--- src/rtl/tmr_pkg.sv ---
// Shared types for the prescaled compare timer.
package tmr_pkg;
    typedef enum logic [1:0] {
        MD_ONESHOT  = 2'b00,
        MD_PERIODIC = 2'b01,
        MD_TOGGLE   = 2'b10,
        MD_FREERUN  = 2'b11
    } tmr_mode_e;
endpackage

--- src/rtl/tmr_enable_sync.sv ---
// Enable request register plus a synchroniser chain. Active reflects the
// request SYNC_STAGES edges later. Assumes kill has priority over writes.
module tmr_enable_sync #(
    parameter int SYNC_STAGES = 2
) (
    input  logic clk,
    input  logic rst_n,
    input  logic en_wr,
    input  logic en_data,
    input  logic kill,
    output logic active
);
    logic                   en_req;
    logic [SYNC_STAGES-1:0] sh;

    // Hold the requested enable; clear everything at once on a kill.
    always_ff @(posedge clk) begin
        if (!rst_n || kill) begin
            en_req <= 1'b0;
            sh     <= '0;
        end else begin
            if (en_wr) en_req <= en_data;
            sh <= {sh[SYNC_STAGES-2:0], en_req};
        end
    end

    assign active = sh[SYNC_STAGES-1];

    p_active_lag_r2: assert property (@(posedge clk) disable iff (!rst_n)
        $rose(active) |-> $past(en_req, SYNC_STAGES))
        else $error("active rose without an earlier request");
endmodule

--- src/rtl/tmr_tick_gen.sv ---
// Source tick selection (clock or event edge) and prescale divider.
// Emits one step every PSC+1 ticks while active. Assumes evt_in is synchronous.
module tmr_tick_gen #(
    parameter int PSC_W = 8
) (
    input  logic             clk,
    input  logic             rst_n,
    input  logic             active,
    input  logic             evt_mode,
    input  logic             evt_rise,
    input  logic             evt_in,
    input  logic             psc_wr,
    input  logic [PSC_W-1:0] psc_data,
    input  logic             restart,
    output logic             step
);
    logic             evt_d;
    logic             evt_edge;
    logic             adv;
    logic [PSC_W-1:0] psc_q;
    logic [PSC_W-1:0] pcnt;

    // Remember the previous event level for edge detection.
    always_ff @(posedge clk) begin
        if (!rst_n) evt_d <= 1'b0;
        else        evt_d <= evt_in;
    end

    // Pick the tick source and the divider terminal step.
    always_comb begin
        evt_edge = evt_rise ? (evt_in & ~evt_d) : (~evt_in & evt_d);
        adv      = active & (evt_mode ? evt_edge : 1'b1);
        step     = adv & (pcnt == psc_q);
    end

    // Prescale register and divider count.
    always_ff @(posedge clk) begin
        if (!rst_n) begin
            psc_q <= '0;
            pcnt  <= '0;
        end else begin
            if (psc_wr) psc_q <= psc_data;
            if (psc_wr || restart) pcnt <= '0;
            else if (adv)          pcnt <= step ? '0 : pcnt + 1'b1;
        end
    end

    p_step_needs_active_r2: assert property (@(posedge clk) disable iff (!rst_n)
        step |-> active)
        else $error("step while inactive");
endmodule

--- src/rtl/tmr_core.sv ---
// Up counter, match register, flag and toggle with mode-dependent reload.
// Assumes the match value is never 0 or 1.
module tmr_core
    import tmr_pkg::*;
#(
    parameter int CNT_W = 24
) (
    input  logic             clk,
    input  logic             rst_n,
    input  logic             step,
    input  tmr_mode_e        mode,
    input  logic             cmp_wr,
    input  logic [CNT_W-1:0] cmp_data,
    input  logic             cnt_clr,
    input  logic             flag_clr,
    output logic             cmp_restart,
    output logic             os_hit,
    output logic [CNT_W-1:0] cnt,
    output logic             tof,
    output logic             tgl
);
    localparam logic [CNT_W-1:0] ONE = {{(CNT_W-1){1'b0}}, 1'b1};

    logic [CNT_W-1:0] cmp_q;
    logic [CNT_W-1:0] nxt;
    logic             hit_eff;

    // Decode match and restart conditions.
    always_comb begin
        nxt         = cnt + ONE;
        cmp_restart = cmp_wr && (mode != MD_FREERUN);
        hit_eff     = step && (nxt == cmp_q) && !cnt_clr && !cmp_restart;
        os_hit      = hit_eff && (mode == MD_ONESHOT);
    end

    // Match value register.
    always_ff @(posedge clk) begin
        if (!rst_n)      cmp_q <= '1;
        else if (cmp_wr) cmp_q <= cmp_data;
    end

    // Counter with reload to 0 on match except in free-running mode.
    always_ff @(posedge clk) begin
        if (!rst_n || cnt_clr || cmp_restart) cnt <= '0;
        else if (step) cnt <= (hit_eff && mode != MD_FREERUN) ? '0 : nxt;
    end

    // Flag: a match beats a clear on the same edge.
    always_ff @(posedge clk) begin
        if (!rst_n)        tof <= 1'b0;
        else if (hit_eff)  tof <= 1'b1;
        else if (flag_clr) tof <= 1'b0;
    end

    // Toggle output flips on each match in toggle mode.
    always_ff @(posedge clk) begin
        if (!rst_n)                               tgl <= 1'b0;
        else if (hit_eff && mode == MD_TOGGLE)    tgl <= ~tgl;
    end

    p_flag_set_r4: assert property (@(posedge clk) disable iff (!rst_n)
        hit_eff |=> tof)
        else $error("match did not set flag");
    p_flag_clear_r4: assert property (@(posedge clk) disable iff (!rst_n)
        flag_clr && !hit_eff |=> !tof)
        else $error("flag not cleared");
    p_reload_zero_r7: assert property (@(posedge clk) disable iff (!rst_n)
        hit_eff && (mode == MD_PERIODIC || mode == MD_TOGGLE) |=> cnt == '0)
        else $error("no reload on match");
    p_freerun_keep_r10: assert property (@(posedge clk) disable iff (!rst_n)
        cmp_wr && mode == MD_FREERUN && !cnt_clr |=> (cnt - $past(cnt)) <= ONE)
        else $error("match write disturbed free-running count");
endmodule

--- src/rtl/prescaled_timer.sv ---
// Top of the prescaled multi-mode compare timer. Wires the enable
// synchroniser, tick generator and counter core. Inputs are synchronous to clk.
module prescaled_timer
    import tmr_pkg::*;
#(
    parameter int CNT_W       = 24,
    parameter int PSC_W       = 8,
    parameter int SYNC_STAGES = 2
) (
    input  logic             clk,
    input  logic             rst_n,
    input  logic [1:0]       mode_sel,
    input  logic             irq_en,
    input  logic             evt_mode,
    input  logic             evt_rise,
    input  logic             evt_in,
    input  logic             psc_wr,
    input  logic [PSC_W-1:0] psc_data,
    input  logic             cmp_wr,
    input  logic [CNT_W-1:0] cmp_data,
    input  logic             en_wr,
    input  logic             en_data,
    input  logic             cnt_rst,
    input  logic             tof_clr,
    output logic             tof,
    output logic             irq,
    output logic             tgl_out,
    output logic             active,
    output logic [CNT_W-1:0] count
);
    tmr_mode_e mode;
    logic      step;
    logic      os_hit;
    logic      cmp_restart;
    logic      kill;
    logic      div_restart;
    logic      cnt_clr;

    // Combine the control strobes into clear and kill terms.
    always_comb begin
        mode        = tmr_mode_e'(mode_sel);
        kill        = cnt_rst | os_hit;
        cnt_clr     = cnt_rst | psc_wr;
        div_restart = cnt_rst | cmp_restart;
        irq         = tof & irq_en;
    end

    tmr_enable_sync #(.SYNC_STAGES(SYNC_STAGES)) u_en (
        .clk     (clk),
        .rst_n   (rst_n),
        .en_wr   (en_wr),
        .en_data (en_data),
        .kill    (kill),
        .active  (active)
    );

    tmr_tick_gen #(.PSC_W(PSC_W)) u_tick (
        .clk      (clk),
        .rst_n    (rst_n),
        .active   (active),
        .evt_mode (evt_mode),
        .evt_rise (evt_rise),
        .evt_in   (evt_in),
        .psc_wr   (psc_wr),
        .psc_data (psc_data),
        .restart  (div_restart),
        .step     (step)
    );

    tmr_core #(.CNT_W(CNT_W)) u_core (
        .clk         (clk),
        .rst_n       (rst_n),
        .step        (step),
        .mode        (mode),
        .cmp_wr      (cmp_wr),
        .cmp_data    (cmp_data),
        .cnt_clr     (cnt_clr),
        .flag_clr    (tof_clr),
        .cmp_restart (cmp_restart),
        .os_hit      (os_hit),
        .cnt         (count),
        .tof         (tof),
        .tgl         (tgl_out)
    );

    p_hold_r2: assert property (@(posedge clk) disable iff (!rst_n)
        !active && !cnt_rst && !psc_wr && !cmp_wr |=> $stable(count))
        else $error("count moved while inactive");
    p_oneshot_stop_r6: assert property (@(posedge clk) disable iff (!rst_n)
        os_hit |=> !active)
        else $error("one-shot did not stop");
    p_rst_cmd_r11: assert property (@(posedge clk) disable iff (!rst_n)
        cnt_rst |=> (count == '0) && !active)
        else $error("reset command incomplete");
endmodule

--- config.mk ---
export PLATFORM = sky130hd
export DESIGN_NAME = prescaled_timer
export DESIGN_NICKNAME = d
export VERILOG_FILES = /design/src/rtl/tmr_pkg.sv /design/src/rtl/tmr_enable_sync.sv /design/src/rtl/tmr_tick_gen.sv /design/src/rtl/tmr_core.sv /design/src/rtl/prescaled_timer.sv
export SDC_FILE = /design/constraint.sdc
export NUM_CORES = 1
export LEC_CHECK = 0
export BUFFER_PORTS_ARGS = -buffer_cell sky130_fd_sc_hd__buf_2
export CORE_UTILIZATION = 24
export CTS_CLUSTER_DIAMETER = 200
export DETAILED_ROUTE_END_ITERATION = 7
export SLEW_MARGIN = 10
export SYNTH_ARGS = -nofsm -noshare
export SYNTH_HDL_FRONTEND = slang
export SYNTH_SLANG_ARGS = --single-unit
--- constraint.sdc ---
create_clock -name clk -period 3 [get_ports clk]
set_input_delay 0.9 -clock clk [delete_from_list [all_inputs] [get_ports clk]]
set_output_delay 0.9 -clock clk [all_outputs]
set_load 0.005 [all_outputs]
# After elaboration in Yosys (flattened, before gate mapping)
# Index checks and enable logic that the tools add are counted.
# op_classes
add_sub_neg,2
n_mul,0
n_div,0
n_lt_le_gt_ge,0
n_eq_ne,4
shifts,0
n_mux,6
bitwise,12
reduce_logical,17
# op_table
cell,count
$add 24x1->24 const B,1
$eq 24x24->1,1
$mux 24,1
$add 8x1->8 const B,1
$eq 8x8->1,1
$mux 8,1
$logic_and 1x1->1,7
$and 1x1->1,5
$logic_or 1x1->1,4
$mux 1,4
$not 1->1,4
$logic_not 1->1,3
$or 1x1->1,3
$eq 2x2->1 const B,1
$logic_not 2->1,1
$ne 2x2->1 const B,1
$reduce_bool 2->1,1
$reduce_or 2->1,1
# word_totals
ff_bits,70
latchBits,0
ram_bits,0
romBits,0
inputBits,46
elab_cells,50
memories,0

# Depth between registers and ports, before layout
# Gate-level depths: netlist (run 1).
# logic_depth
ltp_word,12
ltp_mapped,11

# Cells and area by module
# Synthesis (run 1) repeated with hierarchy kept, for this count alone.
# hier_totals
cells_unflattened,474
area_unflattened_um2,4169.0
# by_module_without_submodules
mod,n_inst,cells_each,area_each_um2
tmr_core,1,379,3196.8
tmr_tick_gen,1,84,847.1
tmr_enable_sync,1,7,100.1
prescaled_timer,1,4,25.0

# Least setup slack after synthesis (run 1)
# Ideal clock, no wire load.
# synth_timing
path_kind,input-to-reg
from,input port psc_wr
to,register u_core.cnt[14]
setup_ns,0.122
arrival_time_ns,3.056
slack_ns,-0.178
path_stages,8
path_buffers,2
path_cell_list,buf_2 a211oi_1 o2111ai_1 or4_1 a2111oi_4 a41oi_2 buf_2 a221o_1
# synth_via
elab_chain_len,6
elab_cells_between_ends,8
# synth_lines
element,line,text
"start, declared",prescaled_timer.sv:17,"input logic psc_wr,"
$or 1x1->1 (*),prescaled_timer.sv:43,cnt_clr = cnt_rst | psc_wr;
$logic_not 1->1,tmr_core.sv:32,hit_eff = step && (nxt == cmp_q) && !cnt_clr && !cmp_restart;
$logic_and 1x1->1 (2 in series),tmr_core.sv:32,
$logic_and 1x1->1,tmr_core.sv:45,else if (step) cnt <= (hit_eff && mode != MD_FREERUN) ? '0 : nxt;
$mux 24,tmr_core.sv:45,
"end signal, assigned",tmr_core.sv:45,
"end, declared",tmr_core.sv:18,"output logic [CNT_W-1:0] cnt,"
# Mark *: on every way between the ends. The rest lies on a longest branch, timed or not.
# A chain may end at the register's enable or synchronous reset.

# Final worst setup path (run 1)
# layout_timing
from,register u_core.cnt[1]
to,register u_core.cnt[6]
# layout_via
elab_chain_len,7
# layout_lines
element,line,text
$add 24x1->24 (*),tmr_core.sv:30,nxt = cnt + ONE;
$eq 24x24->1,tmr_core.sv:32,
$logic_and 1x1->1 (3 in series),tmr_core.sv:32,
$logic_and 1x1->1,tmr_core.sv:45,
$mux 24 (*),tmr_core.sv:45,
# Marked as above.

==> results of run 1 <==
[synthesized netlist by cell type (2+ instances only)]
cell and number:
sky130_fd_sc_hd__o31a_1 2, sky130_fd_sc_hd__inv_1 5, sky130_fd_sc_hd__a211oi_1 2, sky130_fd_sc_hd__nand3_1 34, sky130_fd_sc_hd__nor4_2 3, sky130_fd_sc_hd__nor3_1 9
sky130_fd_sc_hd__a221o_1 2, sky130_fd_sc_hd__nand4_1 13, sky130_fd_sc_hd__mux2i_1 33, sky130_fd_sc_hd__and2_1 8, sky130_fd_sc_hd__dfxtp_1 70, sky130_fd_sc_hd__o2111ai_1 2
sky130_fd_sc_hd__or4_1 2, sky130_fd_sc_hd__a21oi_1 3, sky130_fd_sc_hd__clkbuf_1 14, sky130_fd_sc_hd__a211o_1 2, sky130_fd_sc_hd__buf_2 16, sky130_fd_sc_hd__nor4_1 7
sky130_fd_sc_hd__o21ai_0 17, sky130_fd_sc_hd__or3_1 4, sky130_fd_sc_hd__nor2b_1 10, sky130_fd_sc_hd__buf_1 2, sky130_fd_sc_hd__o211a_1 2, sky130_fd_sc_hd__a31oi_1 4
sky130_fd_sc_hd__and4_1 4, sky130_fd_sc_hd__xnor2_1 29, sky130_fd_sc_hd__ha_1 3, sky130_fd_sc_hd__nand2b_1 5, sky130_fd_sc_hd__nor2_1 27, sky130_fd_sc_hd__and3_1 8
sky130_fd_sc_hd__o211ai_1 2, sky130_fd_sc_hd__xor2_1 23, sky130_fd_sc_hd__nand3b_1 6, sky130_fd_sc_hd__nand2_1 78, sky130_fd_sc_hd__o31ai_1 2, sky130_fd_sc_hd__a21boi_0 3
[cell type report]
| cell class | instances | area share |
|---|---|---|
| clock buffer | 11 | 0.0437 |
| inverter | 5 | 0.00353 |
| multi-input combinational | 373 | 0.472 |
| timing repair buffer | 135 | 0.156 |
| clock inverter | 4 | 0.00917 |
| tap | 220 | 0.0517 |
| sequential | 70 | 0.264 |
[metal layers]
layer | track usage | wire (µm) | up-vias
met5 | 0 | 0 | -
met4 | 0.0472 | 196 | 0
met3 | 0.0397 | 781 | 17
met2 | 0.218 | 5190 | 103
met1 | 0.177 | 5430 | 1736
li1 | - | - | 1909
[cells in the final DEF, fill, tap and decap left out, types with 3 or more instances in the layout]
cell                        count
sky130_fd_sc_hd__and2_1         8
sky130_fd_sc_hd__xor2_1        23
sky130_fd_sc_hd__dfxtp_1       68
sky130_fd_sc_hd__buf_4         62
sky130_fd_sc_hd__xnor2_1       29
sky130_fd_sc_hd__inv_1          5
sky130_fd_sc_hd__nand2b_1       5
sky130_fd_sc_hd__nand4_1       13
sky130_fd_sc_hd__a31oi_1        4
sky130_fd_sc_hd__nor2b_1       10
sky130_fd_sc_hd__nand3_1       34
sky130_fd_sc_hd__and4_1         3
sky130_fd_sc_hd__and3_1         6
sky130_fd_sc_hd__nand3b_1       6
sky130_fd_sc_hd__nor4_2         5
sky130_fd_sc_hd__buf_2         73
sky130_fd_sc_hd__clkbuf_16      9
sky130_fd_sc_hd__nand2_1       78
sky130_fd_sc_hd__a21oi_1        3
sky130_fd_sc_hd__nor3_1         8
sky130_fd_sc_hd__a21boi_0       3
sky130_fd_sc_hd__o21ai_0       17
sky130_fd_sc_hd__mux2i_1       33
sky130_fd_sc_hd__or3_1          4
sky130_fd_sc_hd__nor4_1         5
sky130_fd_sc_hd__nor2_1        27
sky130_fd_sc_hd__ha_1           3
[power breakdown]
part           internal [mW]  switching [mW]  leakage, nW
logic                 0.0872          0.0820         1.56
registers              0.957          0.0221        0.572
clock network          0.638           0.402        0.139
[flip-flops by register name (all words and copies together), names as in the netlist]
register,count
u_core.cmp_q,24
u_core.cnt,24
u_tick.evt_d,1
u_core.tgl,1
u_core.tof,1
u_tick.pcnt,8
u_en.sh,2
u_en.en_req,1
u_tick.psc_q,8
[logic make-up after synthesis]
group	count (synthesis)	synth area share
compound gates	56	0.109
mux	33	0.0819
buf+inv	37	0.0394
xor+xnor	52	0.113
flops	70	0.348
simple gates	229	0.300
fa+ha+maj	3	0.00931
[worst register-to-register path: stages, from the launching register on]
cell and delay, ns:
sky130_fd_sc_hd__dfxtp_1 0.39, sky130_fd_sc_hd__ha_1 0.19, sky130_fd_sc_hd__and4_2 0.35, sky130_fd_sc_hd__nand4_1 0.15
sky130_fd_sc_hd__o211a_1 0.24, sky130_fd_sc_hd__a211o_1 0.30, sky130_fd_sc_hd__nor4_2 0.34, sky130_fd_sc_hd__a41oi_2 0.22
sky130_fd_sc_hd__buf_4 0.22, sky130_fd_sc_hd__a221o_1 0.31
[worst max-delay path by stage]
stage	from	to	slack, ns	depth (start not counted)
global placement	evt_in	u_core.cnt[6]$_SDFFE_PP0P_	-0.06	9
finish	u_core.cnt[1]$_SDFFE_PP0P_	u_core.cnt[6]$_SDFFE_PP0P_	0.18	9
detailed placement	evt_in	u_core.tgl$_SDFFE_PN0P_	-0.12	10
global route	u_core.cnt[0]$_SDFFE_PP0P_	u_core.cnt[12]$_SDFFE_PP0P_	0.002	11
CTS	u_core.cnt[7]$_SDFFE_PP0P_	u_core.tgl$_SDFFE_PN0P_	0.04	11
floorplan	cmp_wr	u_core.cnt[14]$_SDFFE_PP0P_	0.004	8
[through the flow]
stage | setup TNS, ns | cell area (µm²) | total power, mW | utilization | setup slack [ns]
final | 0 | 5320 | 2.19 | 0.323 | 0.183
after global routing | 0 | 5320 | 2.28 | 0.323 | 0.00206
after CTS | 0 | 5300 | 2.22 | 0.322 | 0.0407
after detailed placement | -1.09 | 5010 | 1.17 | 0.305 | -0.124
after global placement | -0.438 | 5010 | 1.17 | 0.305 | -0.0601
after floorplan | 0 | 4050 | 1.10 | - | 0.00387
==> flow_summary.rst, run 1 <==
.. list-table::
   :header-rows: 1

   * - Metric
     - Value
   * - I/O pins
     - 74
   * - Chain of cells forming the critical path
     - ha_1 > and4_2 > nand4_1 > o211a_1 > a211o_1 > nor4_2 > a41oi_2 > buf_4 > a221o_1
   * - Routability congestion estimate
     - approximately 0.81
   * - Total GRT Usage
     - 0.138
   * - Distinct cell type count of the synthesized netlist
     - 60
   * - Placed cells
     - roughly 800
   * - Final number of hold-violating endpoints
     - 0
   * - Worst-Margin Slew
     - about 0.80 ns
   * - Worst Hold Class
     - reg -> reg
   * - DIE WIDTH
     - approximately 130 µm
   * - Total clock buffers created by CTS
     - 9
   * - Unrepaired setup endpoints after global routing
     - false
   * - Initial antenna violation count
     - 0
   * - Fraction of layout instances using a drive strength above 1
     - 0.293
   * - Vias in the first global route
     - approximately 3500
   * - Fraction of post-synthesis cell area in the top cell type by area
     - 0.348
   * - Crit-path leading delay family
     - compound AO/OA/AOI/OAI gates
   * - Category of the critical setup timing path
     - reg -> reg
   * - Max Slew Vio Count
     - 0
   * - Post-layout minimum cycle time
     - between 2 and 3 ns
   * - Syn Std Cell Area
     - 0.00403 mm²
   * - F_max
     - 355 MHz
   * - Most used DFF post-synth
     - sky130_fd_sc_hd__dfxtp_1
   * - Power density relative to cell area
     - 411 mW/mm²
   * - FF+latch count, synth
     - 70
   * - Critical path capture point type
     - register
   * - Critical path data arrival time
     - ~3 ns
   * - Final-layout worst hold slack
     - 0.435 ns
   * - Cell count of the worst hold path
     - 2
   * - CTS tree
     - built
   * - Cell taking the most area after synthesis
     - sky130_fd_sc_hd__dfxtp_1
   * - DR iter-0 viols
     - 269
   * - Warning count from the yosys run
     - 0
   * - Final setup fails
     - 0
   * - Worst path required time
     - around 3.2 ns
   * - Biggest area contributors in the synthesized netlist
     - sky130_fd_sc_hd__dfxtp_1 (35%), sky130_fd_sc_hd__mux2i_1 (8.2%), sky130_fd_sc_hd__nand2_1 (7.3%), sky130_fd_sc_hd__xnor2_1 (6.3%), sky130_fd_sc_hd__xor2_1 (5.0%)
   * - Worst-path fanout max
     - 7
   * - Number of filler cells placed in the layout
     - about 1800
   * - Buffers inserted by post-CTS timing repair
     - 0
   * - Final-stage net count
     - about 640
   * - # DRC
     - 0
   * - Part of the cycle the worst path needs
     - 0.939
   * - Worst max-slew margin expressed relative to the limit
     - 0.467
   * - ANT cells
     - 0
   * - CTS H-tree depth
     - 3
   * - Proportion of synthesized flip-flops having asynchronous set or reset
     - 0
   * - Clock latency at the later pin of the worst-skew pair
     - between 0.3 and 0.4 ns
   * - Maximum root-to-sink buffer count
     - 2
   * - Outcome
     - complete, no violations
   * - DR vias/cell
     - 4.60
   * - Area growth from synthesis to layout
     - 32.0%
   * - Clock-pin slew on the worst setup and hold paths
     - 0.06 ns
   * - Syn avg cell area
     - about 8.4 µm²
   * - DIE AREA
     - 0.0173 mm²
   * - Number of cell instances on the worst register-to-register path
     - 9
   * - Worst path max stage delay
     - 0.39 ns
   * - Proportion of synthesized chip area in sequential cells
     - 0.348
   * - Residual antenna-violating net count after detailed routing
     - 0
   * - Combined area of the multi-input logic cells
     - approximately 0.0025 mm²
   * - Final instance count without filler cells
     - roughly 800
   * - Buffers plus inverters on the worst setup path
     - 1
   * - Peak supply drop
     - around 0.27 mV
   * - Total wire length
     - 11600 µm
   * - Die span in y
     - between 100 and 150 µm
   * - Crit-path slowest cell
     - sky130_fd_sc_hd__dfxtp_1
   * - P_leak
     - about 2.3 nW
   * - Category of the worst setup path launch point
     - register
   * - Post-Synthesis Net Count
     - roughly 530
   * - HPWL after detailed placement
     - ~9000 µm
   * - FF-to-FF End
     - u_core.cnt[6]$_SDFFE_PP0P_
   * - Hold-fix buffers, CTS
     - 0
   * - Worst-case clock skew
     - a little over 0.009 ns
   * - Number of vias after detailed routing
     - approximately 3800
   * - Routed wire length per instance
     - between 10 and 15 µm
   * - CORE AREA
     - around 0.016 mm²
   * - Cells resized by post-CTS repair
     - 0
   * - Maximum capacitance violations
     - 0
   * - Instance count of the mapped netlist
     - 480
   * - Grt ovf
     - 0
   * - Footprint of the flip-flops and latches
     - 0.00140 mm²
   * - Number of I/O port buffers
     - 73
   * - Sinks on the clock net
     - 70
   * - Launch point of the worst reg-to-reg path
     - u_core.cnt[1]$_SDFFE_PP0P_
   * - Clk root buf
     - sky130_fd_sc_hd__clkbuf_16
   * - Number of placement rows
     - 47
   * - Starting utilization of the core area
     - 0.245
   * - Global-route wire length before repair
     - ~19000 µm
   * - Number of iterations in the first detailed-routing pass
     - 4
   * - Min-Delay Startpoint
     - u_en.sh[0]$_SDFF_PP0_
   * - R2r setup slk
     - between 0.15 and 0.2 ns
   * - Number of enable flip-flop cells after synthesis
     - 0
   * - Pin count of the biggest net entering global routing
     - 40
   * - Endpoint with the worst hold slack
     - u_en.sh[1]$_SDFF_PP0_
Note: power is estimated with default switching activity, not from simulation.
==> run 2: changes to the inputs <==
==> constraint.sdc (replaced) <==
create_clock -name clk -period 3 [get_ports clk]
set_input_delay 0.3 -clock clk [delete_from_list [all_inputs] [get_ports clk]]
set_output_delay 0.3 -clock clk [all_outputs]
set_load 0.005 [all_outputs]
==> flow_summary.rst, run 2 (synthesis gave the netlist of run 1 again) <==
.. list-table::
   :header-rows: 1

   * - Metric
     - Value
   * - Power density relative to cell area
     - 402 mW/mm² (-2.2%)
   * - Number of vias after detailed routing
     - 3667 (-2.6%)
   * - Global-route wire length before repair
     - 18200 µm (-2.1%)
   * - Post-DP Area
     - 0.00492 mm² (-1.9%)
   * - Routed length on met3
     - 541 µm (-31%)
   * - Number of iterations in the first detailed-routing pass
     - 4 (unchanged)
   * - M1 wire length
     - 5250 µm (-3.3%)
   * - Worst-Margin Slew
     - 0.434 ns (-0.363 ns)
   * - Topmost layer with routed signal wires
     - met4
   * - Post-layout minimum cycle time
     - 2.86 ns (+0.0455 ns)
   * - Most common cell after layout, fill and taps aside
     - sky130_fd_sc_hd__nand2_1
   * - Worst path required time
     - 3.22 ns (about the same)
   * - F_max
     - 349 MHz (-1.6%)
   * - Registers with the most flip-flops
     - u_core.cmp_q (24), u_core.cnt (24)
   * - Maximum root-to-sink buffer count
     - 2 (unchanged)
   * - Pin count of the biggest net entering global routing
     - 40 (unchanged)
   * - CORE AREA
     - 0.0165 mm² (unchanged)
   * - Fraction of layout instances using a drive strength above 1
     - 0.267 (-0.0252)
   * - HPWL after detailed placement
     - 8750 µm (-2.6%)
   * - Maximum capacitance violations
     - 0 (unchanged)
   * - Routability congestion estimate
     - 0.853 (+6.0%)
   * - Summed negative setup slack over all endpoints
     - 0 ns (unchanged)
   * - Clock-pin slew on the worst setup and hold paths
     - 0.06 ns (about the same)
   * - Unrepaired setup endpoints after global routing
     - false
   * - Grt ovf
     - 0 (unchanged)
   * - Starting utilization of the core area
     - 0.245 (unchanged)
   * - Vias in the first global route
     - 3549 (+0.25%)
   * - Routed wire length per instance
     - 14.0 µm (-1.5%)
   * - P_leak
     - 2.23 nW (-2.1%)
   * - CTS H-tree depth
     - 3 (unchanged)
   * - DIE WIDTH
     - 132 µm (unchanged)
   * - Critical path data arrival time
     - 3.08 ns (+0.04 ns)
   * - Final standard cell area without fillers
     - 0.00523 mm² (-1.9%)
   * - Final number of hold-violating endpoints
     - 0 (unchanged)
   * - Clk root buf
     - sky130_fd_sc_hd__clkbuf_16
   * - Peak supply drop
     - 0.188 mV (-31%)
   * - CTS tree
     - built
   * - Part of the cycle the worst path needs
     - 0.954 (+0.0152)
   * - Final-stage net count
     - 631 (-1.9%)
   * - Die span in y
     - 132 µm (unchanged)
   * - Crit-path slowest cell
     - sky130_fd_sc_hd__dfxtp_1
   * - Worst-path fanout max
     - 7 (unchanged)
   * - Met2 wire length
     - 5280 µm (+1.9%)
   * - Critical path capture point type
     - register
   * - Clock latency at the later pin of the worst-skew pair
     - 0.33 ns (about the same)
   * - Area growth from synthesis to layout
     - 29.6%
   * - ANT cells
     - 0 (unchanged)
   * - Number of cell instances on the worst register-to-register path
     - 8 (-1)
   * - DR vias/cell
     - 4.54 (-1.3%)
   * - I/O pins
     - 74 (unchanged)
   * - Residual antenna-violating net count after detailed routing
     - 0 (unchanged)
   * - Hold-fix buffers, CTS
     - 0 (unchanged)
   * - Share of the core filled with cells
     - 0.317 (-0.00600)
   * - Worst max-slew margin expressed relative to the limit
     - 0.711 (+0.244)
   * - Total GRT Usage
     - 0.134 (-0.00386)
   * - Final setup fails
     - 0 (unchanged)
   * - Cell count of the worst hold path
     - 3 (+1)
   * - DR iter-0 viols
     - 207 (-23%)
   * - Max Slew Vio Count
     - 0 (unchanged)
   * - Worst Hold Class
     - in -> reg
   * - Commonest cells after routing, fill and taps aside
     - sky130_fd_sc_hd__nand2_1 (78), sky130_fd_sc_hd__buf_2 (73), sky130_fd_sc_hd__dfxtp_1 (70)
   * - # DRC
     - 0 (unchanged)
   * - Chain of cells forming the critical path
     - nand4_4 > or3_4 > o211a_1 > a211o_1 > nor4_2 > a41oi_4 > buf_4 > a221o_1
   * - Outcome
     - complete, no violations
   * - Final instance count without filler cells
     - 807 (-1.3%)
   * - Category of the worst setup path launch point
     - register
   * - Total clock buffers created by CTS
     - 9 (unchanged)
   * - Number of placement rows
     - 47 (unchanged)
   * - Total wire length
     - 11300 µm (-2.8%)
   * - Initial antenna violation count
     - 0 (unchanged)
   * - Number of I/O port buffers
     - 73 (unchanged)
   * - Sinks on the clock net
     - 70 (unchanged)
   * - Placed cells
     - 791 (-1.5%)
   * - Number of filler cells placed in the layout
     - 1753 (-1.2%)
   * - Worst path max stage delay
     - 0.46 ns (+0.07 ns)
   * - DIE AREA
     - 0.0173 mm² (unchanged)
   * - Category of the critical setup timing path
     - reg -> reg
   * - Worst-case clock skew
     - 0.0114 ns (+0.00231 ns)
==> run 2: changes by cell type in the layout (fill, tap and decap cells not counted), sizes merged <==
cell      previous run  this run
clkinvlp             0         1
buf                135       123
clkbuf              11        12
bufinv               1         0
==> run 2: final timing paths <==
kind | slack (ns) | endpoint | start
worst max-delay path | 0.14 | u_core.cnt[6]$_SDFFE_PP0P_ | u_core.cnt[7]$_SDFFE_PP0P_
worst min-delay path | 0.19 | u_core.cmp_q[4]$_SDFFE_PN1P_ | cmp_data[4]
worst max register to register | 0.14 | u_core.cnt[6]$_SDFFE_PP0P_ | u_core.cnt[7]$_SDFFE_PP0P_
worst min register to register | 0.44 | u_en.sh[1]$_SDFF_PP0_ | u_en.sh[0]$_SDFF_PP0_
==> run 2: stage by stage <==
| stage | hold WS (ns) | total power [mW] | setup slack (ns) |
|---|---|---|---|
| after detailed placement | 0.428 | 1.16 | 0.127 |
| final | 0.186 | 2.10 | 0.138 |
| after global routing | 0.183 | 2.18 | 0.00278 |
| after floorplan | 0.376 | 1.10 | 0.231 |
| after CTS | 0.172 | 2.14 | 0.111 |
| after global placement | 0.418 | 1.16 | 0.189 |
==> run 2: layout make-up <==
class                           count  area, µm²  area share
Clock buffer                       12        246      0.0472
Clock inverter                      4       22.5     0.00431
Inverter                            5       18.8     0.00359
Multi-Input combinational cell    373       2500       0.479
Sequential cell                    70       1400       0.268
Tap cell                          220        275      0.0527
Timing Repair Buffer              123        757       0.145
==> run 2: where the power goes <==
part           leakage, nW  internal, mW  switching (mW)
logic                 1.52        0.0821          0.0767
clock network        0.132         0.578           0.383
registers            0.571         0.958          0.0232
==> run 2: worst max-delay path: cells and delay by family (launching register included) <==
| family | cells | cell delay [ns] |
|---|---|---|
| flip-flops | 1 | 0.46 |
| AO/OA/AOI/OAI | 4 | 1.05 |
| AND/OR/NAND/NOR | 3 | 1.02 |
| buffers and inverters | 1 | 0.20 |
==> run 2: what timing repair did <==
action | CTS | global route
endpoints found under the setup margin | 0 | 8
buffers inserted | 0 | 0
gates resized for setup | 0 | 8
==> run 2: metal layers <==
| layer | GRT usage | vias to the layer above |
|---|---|---|
| met3 | 0.0343 | 15 |
| met1 | 0.165 | 1684 |
| li1 | - | 1886 |
| met5 | 0 | - |
| met2 | 0.221 | 82 |
| met4 | 0.0523 | 0 |
==> run 3: changes to the inputs <==
--- a/config.mk
+++ b/config.mk
@@ -9,7 +9,9 @@
 export CORE_UTILIZATION = 24
 export CTS_CLUSTER_DIAMETER = 200
 export DETAILED_ROUTE_END_ITERATION = 7
+export PLACE_DENSITY_LB_ADDON = 0.12
 export SLEW_MARGIN = 10
 export SYNTH_ARGS = -nofsm -noshare
 export SYNTH_HDL_FRONTEND = slang
+export SYNTH_HIERARCHICAL = 1
 export SYNTH_SLANG_ARGS = --single-unit
==> flow_summary.rst, run 3 <==
.. list-table::
   :header-rows: 1

   * - Metric
     - Value
   * - Cells resized by post-CTS repair
     - 0 (unchanged)
   * - Share of power burned in combinational logic
     - 0.076 (about the same)
   * - Worst-case clock skew
     - 0.0104 ns (-0.00107 ns)
   * - Number of iterations in the first detailed-routing pass
     - 4 (unchanged)
   * - Clock network power share
     - 0.501 (+0.044)
   * - Grt ovf
     - 0 (unchanged)
   * - DR vias/cell
     - 4.66 (+2.6%)
   * - Sinks on the clock net
     - 70 (unchanged)
   * - Worst-Margin Slew
     - 0.484 ns (+0.0498 ns)
   * - ANT cells
     - 0 (unchanged)
   * - Routability congestion estimate
     - 0.838 (-1.8%)
   * - Category of the worst setup path launch point
     - register
   * - Critical path data arrival time
     - 3.10 ns (+0.02 ns)
   * - Summed negative setup slack over all endpoints
     - 0 ns (unchanged)
   * - Buffers inserted by post-CTS timing repair
     - 0 (unchanged)
   * - Initial antenna violation count
     - 0 (unchanged)
   * - Worst-path fanout max
     - 4 (-3)
   * - Maximum capacitance violations
     - 0 (unchanged)
   * - Total wire length
     - 12800 µm (+14%)
   * - Power density relative to cell area
     - 436 mW/mm² (+8.4%)
   * - Cell taking the most area after synthesis
     - sky130_fd_sc_hd__dfxtp_1
   * - Vias in the first global route
     - 3812 (+7.4%)
   * - Clk root buf
     - sky130_fd_sc_hd__clkbuf_16
   * - Starting utilization of the core area
     - 0.249 (+0.00384)
   * - Warning count from the yosys run
     - 6 (+6)
   * - Final number of hold-violating endpoints
     - 0 (unchanged)
   * - Outcome
     - complete, no violations
   * - Global-route wire length before repair
     - 20600 µm (+13%)
   * - Number of enable flip-flop cells after synthesis
     - 0 (unchanged)
   * - Total clock buffers created by CTS
     - 9 (unchanged)
   * - Biggest area contributors in the synthesized netlist
     - sky130_fd_sc_hd__dfxtp_1 (34%), sky130_fd_sc_hd__mux2i_1 (8.6%), sky130_fd_sc_hd__xnor2_1 (8.4%), sky130_fd_sc_hd__nand2_1 (4.7%), sky130_fd_sc_hd__xor2_1 (4.2%)
   * - Grt met2 use
     - 0.247 (+0.0256)
   * - Critical path capture point type
     - register
   * - Number of I/O port buffers
     - 73 (unchanged)
   * - Proportion of synthesized chip area in sequential cells
     - 0.336 (-0.0114)
   * - Worst Hold Class
     - in -> reg
   * - Worst max-slew margin expressed relative to the limit
     - 0.678 (-0.0332)
   * - Instance count of the mapped netlist
     - 474 (-1.3%)
   * - Setup WS post-layout
     - 0.170 ns (+0.0325 ns)
   * - HPWL after detailed placement
     - 9820 µm (+12%)
   * - DIE WIDTH
     - 134 µm (+1.7%)
   * - Hold-fix buffers, CTS
     - 0 (unchanged)
   * - Distinct cell type count of the synthesized netlist
     - 61 (+1.7%)
   * - FF+latch count, synth
     - 70 (unchanged)
   * - Peak supply drop
     - 0.290 mV (+55%)
   * - Leading cell type by number of instances after synthesis
     - sky130_fd_sc_hd__dfxtp_1
   * - Registers with the most flip-flops
     - u_core/cmp_q (24), u_core/cnt (24)
   * - Proportion of synthesized flip-flops having asynchronous set or reset
     - 0 (unchanged)
   * - P_leak
     - 2.13 nW (-4.2%)
   * - Pint
     - 1.77 mW (+9.6%)
   * - Maximum root-to-sink buffer count
     - 2 (unchanged)
   * - Syn avg cell area
     - 8.80 µm² (+4.7%)
   * - Final-stage net count
     - 619 (-1.9%)
   * - Setup Slack @ Placement
     - 0.0750 ns (-0.0518 ns)
   * - Fraction of post-synthesis cell area in the top cell type by area
     - 0.336 (-0.0114)
   * - Post-layout minimum cycle time
     - 2.83 ns (-0.0325 ns)
   * - Number of vias after detailed routing
     - 3707 (+1.1%)
   * - R2r setup slk
     - 0.17 ns (+0.03 ns)
   * - Number of placement rows
     - 47 (unchanged)
   * - Syn Std Cell Area
     - 0.00417 mm² (+3.4%)
   * - Commonest cells after routing, fill and taps aside
     - sky130_fd_sc_hd__buf_2 (73), sky130_fd_sc_hd__dfxtp_1 (68), sky130_fd_sc_hd__nand2_1 (52)
   * - Clock-pin slew on the worst setup and hold paths
     - 0.06 ns (about the same)
   * - CTS H-tree depth
     - 3 (unchanged)
   * - Category of the critical setup timing path
     - reg -> reg
   * - P_sw
     - 0.542 mW (+12%)
   * - CTS tree
     - built
   * - Most used DFF post-synth
     - sky130_fd_sc_hd__dfxtp_1
   * - Pin count of the biggest net entering global routing
     - 33 (-18%)
   * - Fraction of power spent switching nets
     - 0.234 (+0.00403)
   * - Unrepaired setup endpoints after global routing
     - false
   * - F_max
     - 353 MHz (+1.1%)
   * - Area growth from synthesis to layout
     - 27.4%
   * - Fraction of layout instances using a drive strength above 1
     - 0.275 (+0.00732)
   * - CORE AREA
     - 0.0168 mm² (+1.8%)
   * - Met1 track demand over resource
     - 0.198 (+0.0332)
   * - DR iter-0 viols
     - 134 (-35%)
   * - Total GRT Usage
     - 0.151 (+0.0174)
   * - Register share of total power
     - 0.423 (-0.044)
   * - Most instantiated cells after synthesis
     - sky130_fd_sc_hd__dfxtp_1 (70), sky130_fd_sc_hd__nand2_1 (52), sky130_fd_sc_hd__xnor2_1 (40), sky130_fd_sc_hd__mux2i_1 (36), sky130_fd_sc_hd__nor2_1 (34)
   * - I/O pins
     - 74 (unchanged)
   * - Final setup fails
     - 0 (unchanged)
   * - Max Slew Vio Count
     - 0 (unchanged)
   * - Part of the cycle the worst path needs
     - 0.943 (-0.0108)
   * - Routed wire length per instance
     - 16.1 µm (+15%)
   * - Clock latency at the later pin of the worst-skew pair
     - 0.35 ns (+0.02 ns)
   * - DIE AREA
     - 0.0179 mm² (+3.3%)
   * - Met3 demand-to-capacity share in global routing
     - 0.0310 (-0.00335)
   * - Most common cell after layout, fill and taps aside
     - sky130_fd_sc_hd__buf_2
   * - Worst path required time
     - 3.27 ns (+0.05 ns)
   * - Residual antenna-violating net count after detailed routing
     - 0 (unchanged)
   * - Die span in y
     - 134 µm (+1.7%)
   * - Post-Synthesis Net Count
     - 523 (-1.1%)
   * - # DRC
     - 0 (unchanged)
   * - Most utilized layer in the global route result
     - met2
-- run 3: cell count changes in the layout (fill, tap and decap cells not counted), moves of 6 or more --
cell and delta:
sky130_fd_sc_hd__nand2_1 -26, sky130_fd_sc_hd__nand3_1 -13, sky130_fd_sc_hd__xnor2_1 +11, sky130_fd_sc_hd__a21oi_1 +7, sky130_fd_sc_hd__buf_4 -7, sky130_fd_sc_hd__nor2_1 +7, sky130_fd_sc_hd__nand4_1 +6
-- run 3: metrics by stage --
| stage | instance area (µm²) | total power [mW] | std cells | util | hold slack [ns] |
|---|---|---|---|---|---|
| floorplan | 4170 | 1.11 | 474 | - | 0.428 |
| global placement | 4970 | 1.18 | 779 | 0.297 | 0.456 |
| detailed placement | 4970 | 1.18 | 779 | 0.297 | 0.464 |
| CTS | 5300 | 2.36 | 795 | 0.316 | 0.155 |
| global route | 5310 | 2.43 | 795 | 0.317 | 0.165 |
| finish | 5310 | 2.31 | 795 | 0.317 | 0.168 |
-- run 3: worst paths after layout --
check | from | end | cells after the start
hold reg to reg | u_core/tgl$_SDFFE_PN0P_ | u_core/tgl$_SDFFE_PN0P_ | 2
hold / removal | cmp_data[16] | u_core/cmp_q[16]$_SDFFE_PN1P_ | 3
setup / recovery | u_core/cnt[0]$_SDFFE_PP0P_ | u_core/tgl$_SDFFE_PN0P_ | 9
setup reg to reg | u_core/cnt[0]$_SDFFE_PP0P_ | u_core/tgl$_SDFFE_PN0P_ | 9
-- run 3: cells by family (layout without fill, tap and decap cells) --
logic type	Yosys count	in the layout	share of synthesized area
AND/OR/NAND/NOR	210	210	0.293
flip-flops	70	70	0.336
XOR/XNOR	61	61	0.131
AO/OA/AOI/OAI	55	55	0.0948
buffers and inverters	38	139	0.0462
multiplexers	37	37	0.0891
adder cells (fa/ha/maj)	3	3	0.00900
-- run 3: power groups by stage --
stage	clock, mW	sequential, mW	combinational (mW)
after floorplan	0	0.993	0.113
after global placement	0	1.00	0.176
after detailed placement	0	1.00	0.178
after CTS	1.20	0.980	0.179
after global routing	1.25	0.983	0.194
final	1.16	0.979	0.175
-- run 3: final cells by class --
type                       instances  area (µm²)
fill                            1833       11400
multi-input combinational        366        2590
sequential                        70        1400
clock buffer                       9         225
timing repair buffer             115         693
tap                              220         275
inverter                           8        30.0
clock inverter                     7        98.8
-- run 3: critical path, cell delays in order, from the launching register on --
cell and delay (ns):
sky130_fd_sc_hd__dfxtp_1 0.41, sky130_fd_sc_hd__ha_2 0.24, sky130_fd_sc_hd__and3_1 0.21, sky130_fd_sc_hd__and4_1 0.25, sky130_fd_sc_hd__a21oi_1 0.11, sky130_fd_sc_hd__or4b_1 0.51
sky130_fd_sc_hd__nor4_2 0.34, sky130_fd_sc_hd__nand4b_1 0.24, sky130_fd_sc_hd__nor3b_2 0.23, sky130_fd_sc_hd__mux2i_1 0.20
-- run 3: per-layer routing --
metal	share of wire	vias to the layer above
met5	0	-
met4	0.011	0
met3	0.037	10
met2	0.47	62
met1	0.49	1763
li1	-	1872
